## src/rtl/sipo_latch_pkg.sv

```systemverilog
`timescale 1ns/1ps
package sipo_latch_pkg;

  typedef enum logic [1:0] {
    OP_IDLE  = 2'b00,
    OP_SHIFT = 2'b01,
    OP_CAP   = 2'b10,
    OP_BOTH  = 2'b11
  } strobe_op_e;

  function automatic strobe_op_e decode_op(input logic adv, input logic cap);
    return strobe_op_e'({cap, adv});
  endfunction

  function automatic logic op_shifts(input strobe_op_e op);
    return (op == OP_SHIFT) || (op == OP_BOTH);
  endfunction

  function automatic logic op_captures(input strobe_op_e op);
    return (op == OP_CAP) || (op == OP_BOTH);
  endfunction

endpackage

```

## src/rtl/sipo_shift_seg.sv

```systemverilog
`timescale 1ns/1ps
module sipo_shift_seg #(
  parameter int W = 8
) (
  input  logic         clk,
  input  logic         clr_n,
  input  logic         adv,
  input  logic         din,
  output logic [W-1:0] q,
  output logic         dout
);

  function automatic logic [W-1:0] advance(input logic [W-1:0] cur, input logic b);
    return {cur[W-2:0], b};
  endfunction

  always_ff @(posedge clk or negedge clr_n) begin
    if (!clr_n)   q <= '0;
    else if (adv) q <= advance(q, din);
  end

  assign dout = q[W-1];

endmodule

```

## src/rtl/sipo_hold_reg.sv

```systemverilog
`timescale 1ns/1ps
module sipo_hold_reg #(
  parameter int W = 8
) (
  input  logic         clk,
  input  logic         clr_n,
  input  logic         load,
  input  logic [W-1:0] d,
  output logic [W-1:0] q
);

  always_ff @(posedge clk or negedge clr_n) begin
    if (!clr_n)    q <= '0;
    else if (load) q <= d;
  end

endmodule

```

## src/rtl/sipo_latch_chain.sv

```systemverilog
`timescale 1ns/1ps
module sipo_latch_chain
  import sipo_latch_pkg::*;
#(
  parameter int SEG_BITS = 8,
  parameter int SEGMENTS = 2
) (
  input  logic                         clk,
  input  logic                         chain_clr_n,
  input  logic                         hold_clr_n,
  input  logic                         bit_in,
  input  logic                         adv_en,
  input  logic                         cap_en,
  output logic [SEG_BITS*SEGMENTS-1:0] word_out,
  output logic                         tap_out
);

  localparam int TOTAL = SEG_BITS * SEGMENTS;

  strobe_op_e        op;
  logic              shift_fire;
  logic              cap_fire;
  logic [SEGMENTS:0] link;
  logic [TOTAL-1:0]  chain_q;

  assign op         = decode_op(adv_en, cap_en);
  assign shift_fire = op_shifts(op);
  assign cap_fire   = op_captures(op);
  assign link[0]    = bit_in;

  for (genvar k = 0; k < SEGMENTS; k++) begin : g_seg
    sipo_shift_seg #(.W(SEG_BITS)) u_shift (
      .clk   (clk),
      .clr_n (chain_clr_n),
      .adv   (shift_fire),
      .din   (link[k]),
      .q     (chain_q[k*SEG_BITS +: SEG_BITS]),
      .dout  (link[k+1])
    );

    sipo_hold_reg #(.W(SEG_BITS)) u_hold (
      .clk   (clk),
      .clr_n (hold_clr_n),
      .load  (cap_fire),
      .d     (chain_q[k*SEG_BITS +: SEG_BITS]),
      .q     (word_out[k*SEG_BITS +: SEG_BITS])
    );
  end

  assign tap_out = link[SEGMENTS];

endmodule

```

## config.mk

```make
export PLATFORM = sky130hd
export DESIGN_NAME = sipo_latch_chain
export DESIGN_NICKNAME = d
export VERILOG_FILES = /design/src/rtl/sipo_latch_pkg.sv /design/src/rtl/sipo_shift_seg.sv /design/src/rtl/sipo_hold_reg.sv /design/src/rtl/sipo_latch_chain.sv
export SDC_FILE = /design/constraint.sdc
export NUM_CORES = 1
export LEC_CHECK = 0
export BUFFER_PORTS_ARGS = -buffer_cell sky130_fd_sc_hd__buf_2
export CAP_MARGIN = 10
export CORE_UTILIZATION = 48
export DETAILED_ROUTE_END_ITERATION = 12
export GPL_TIMING_DRIVEN = 0
export PLACE_DENSITY = 0.83
export SLEW_MARGIN = 20
export SYNTH_ARGS = -nofsm -noshare
export SYNTH_HDL_FRONTEND = slang
export SYNTH_SLANG_ARGS = --single-unit
```

## constraint.sdc

```tcl
create_clock -name clk -period 0.9 [get_ports clk]
set_clock_uncertainty 0.15 [all_clocks]
set_input_delay 0.135 -clock clk [delete_from_list [all_inputs] [get_ports clk]]
set_output_delay 0.135 -clock clk [all_outputs]
set_load 0.01 [all_outputs]
```

==> results list <==
- Summed over all layers, the global routing overflow is 0.
- The share of synthesized area in the top cell type comes to 0.617.
- Global-route wire length before repair: 3480 um
- Initial antenna violation count: 0
- Crit path from: g_seg[1].u_shift.q[7]
- The worst pin sits at a relative slew slack of 0.747.
* Worst supply voltage drop on vdd: about 2.5 mV
- Pwr Density: roughly 3300 nW/um^2
- Worst reg2reg path depth: 3
- Count of warnings emitted by yosys: 0
- The number of different library cells used by synthesis comes to 5.
- Total Nets Final: approximately 120
* Leading cell types in the layout, fill and taps excluded: sky130_fd_sc_hd__dfrtp_1 (32), sky130_fd_sc_hd__mux2_4 (28), sky130_fd_sc_hd__buf_2 (20)
- For this run, design rule violations remaining after detail routing come to 0.
- Of the total synthesized cell area, the portion taken by AND, OR, NAND and NOR gates is 0.
* Vias after detailed routing: just over 700
- Most frequent standard cell in the layout excluding fill and tap cells: sky130_fd_sc_hd__dfrtp_1
* Endpoint class of the critical path: flop
* Detailed Route WL: 2380 um
- Power consumption: around 5.6 mW
- Pin count of the biggest net entering global routing: 17
* Largest cells by area after synthesis: sky130_fd_sc_hd__dfrtp_1 (62%), sky130_fd_sc_hd__mux2_4 (23%), sky130_fd_sc_hd__mux2_2 (10%)
* Final setup vio count: 49
- With fillers left out, the area of the finished cells amounts to between 1500 and 2000 sq um.
* Required @ worst endpoint: roughly 970 ps
- The floorplan has 18 rows.
- Along the worst hold path, the cell count comes to 2.
- Dividing the detail-routed wire length by the instance count gives between 15 and 20 um.
- Portion of netlist area occupied by mux cells: 0.335
* Number of DRC markers after the initial detailed-route iteration: 4
- Antenna-violating nets left: 0
* Compound-cell area share of the yosys netlist: 0
* First-pass detailed-route iteration total: 4
- Number of cells in the design after placement: around 120
* CTS Sinks: 32
* Chip height: roughly 54 um
- Dividing the final minimum period by the clock period gives 1.28.
- Adding up every negative setup slack in the final design gives -6770 ps.
* Share of synthesized cell area in full adder, half adder and majority cells: 0
- Fmax: between 800 and 900 MHz
- After legalization and detailed placement, the total HPWL measured roughly 1500 um.
- Final cell utilization of the core: 0.679
- Pins Over Slew Limit: 0
- On the final layout, the worst hold slack is -109 ps.
- TritonCTS built the clock tree.
* Setup slack after placement: -81.1 ps
- Dividing the synthesized area by the synthesized cell count gives approximately 19 sq um.
- R2r endpoint: g_seg[1].u_hold.q[7]
- The synthesized design contains 32 register bits.
- Worst setup path category: flop to flop
- After clock tree synthesis, the flow added hold-fix buffers numbering 2.
* Number of H-tree levels: 2
* Synthesis-to-finish area growth: 31.9%
- Reported max-cap violation count: 0
- Main combinational cell family by area after synthesis: multiplexers
* Sequential share of the synthesized area: 0.617
- Final count of hold timing violations: 13
- The flow ran to the end, but the final reports show violations.
- No sink is reached through more buffers than the 2 on the longest clock path.
- Setup slack after layout: -251 ps
- The repair_antennas step left the layout with diodes totalling 0.
* Vias per std cell: around 5.1
* Fraction of layout cells with a size suffix above 1: 0.694
* Area of placed instances: 1440 sq um
* Overall fraction of global-route tracks in use: 0.184
- Cell leakage power: between 0.8 and 0.9 nW
- After clock tree synthesis, the clock-pin slew on the worst setup and hold paths is approximately 100 ps.
- Summing every instance area after synthesis gives between 1000 and 1500 sq um.
* Starting utilization of the core area: 0.515
* Startpoint type of the worst setup path: flop
* Critical path capture point: g_seg[1].u_hold.q[7]
- The tree is rooted in a sky130_fd_sc_hd__clkbuf_4.
- In this run the horizontal extent of the chip is around 54 um.
- The number of clock buffers added by TritonCTS is 5.
* Worst endpoint data arrival time: approximately 1200 ps
- Flop-to-flop setup slack: -250 ps
- Buffers placed on the I/O ports in this run total 20.
- The worst path in the final design needs a cycle of approximately 1200 ps, including I/O delays and setup.
- sky130_fd_sc_hd__dfrtp_1 takes more of the synthesized area than any other cell.
- The worst register-to-register path begins at g_seg[1].u_shift.q[7].
* Synth Area in XOR/XNOR: 0
- The die covers a little under 3000 sq um.
- Vias in the first global route: 698
- Standard cell core area: 2520 sq um
* Number of standard cells after synthesis: 68
* Count of boundary I/O pins: 23
- The final reports fail on negative hold slack, negative setup slack.
- Worst Tran Pin Value: between 300 and 400 ps
- The number of nets in the synthesized netlist is 74.
* RSZ-0062 raised after global routing: true
- Routability-driven placement finished with a final weighted congestion of 0.681.
- Clock latency on the worst-skew pair, taken at its later pin, is 320 ps.
* Crit-path max FO: 2
- Worst min-delay path category: input pin to flop
- Final Non-Filler Cells: roughly 140
## report_power, final
group          switching, mW  internal, mW  total, mW
logic                  0.616          1.36       1.98
registers              0.419          2.00       2.42
clock network          0.464         0.738       1.20
## layout make-up
type,count,area [sq um]
repair buffers,35,244
flip-flops and latches,32,801
well taps,30,37.5
fillers,168,810
clock inverters,1,30.0
multi-input cells,32,465
clock buffers,7,65.1
plain buffers,4,70.1
## registers in the layout (all words and copies together) (netlist names)
register	cells
g_seg.u_hold.q	16
g_seg.u_shift.q	16
## layer usage
metal	vias to the layer above	GRT usage	part of all wire
li1	321	-	-
met1	378	0.232	0.44
met2	15	0.280	0.51
met3	7	0.0763	0.024
met4	0	0.0769	0.019
met5	-	0	0
## synth_stat cells
library cell,instances
sky130_fd_sc_hd__buf_12,2
sky130_fd_sc_hd__mux2_4,20
sky130_fd_sc_hd__dfrtp_1,32
sky130_fd_sc_hd__buf_6,2
sky130_fd_sc_hd__mux2_2,12
## critical path, cell delays in order, from the launching register on
cell                      delay, ps
sky130_fd_sc_hd__dfrtp_1        400
sky130_fd_sc_hd__buf_4          140
sky130_fd_sc_hd__buf_6          110
sky130_fd_sc_hd__mux2_2         250
## how the worst min path moves through the flow
stage                      from  slack, ps                    end
finish                   bit_in       -110  g_seg[0].u_shift.q[0]
global route             bit_in       -120  g_seg[0].u_shift.q[0]
CTS                      bit_in       -110  g_seg[0].u_shift.q[0]
detailed placement  chain_clr_n        -80  g_seg[0].u_shift.q[2]
global placement    chain_clr_n        -90  g_seg[0].u_shift.q[2]
floorplan            hold_clr_n       -310   g_seg[0].u_hold.q[0]
## what timing repair did
| action | 4_1_cts | 5_1_grt |
|---|---|---|
| resized for setup | 5 | 10 |
| setup buffers | 8 | 5 |
| endpoints found under the hold margin | 45 | 13 |
| endpoints found under the setup margin | 49 | 49 |
## logic make-up after synthesis
family | count (synthesis)
buffers and inverters | 4
DFF | 32
muxes | 32
No activity file was read; power rests on OpenSTA's default activity.
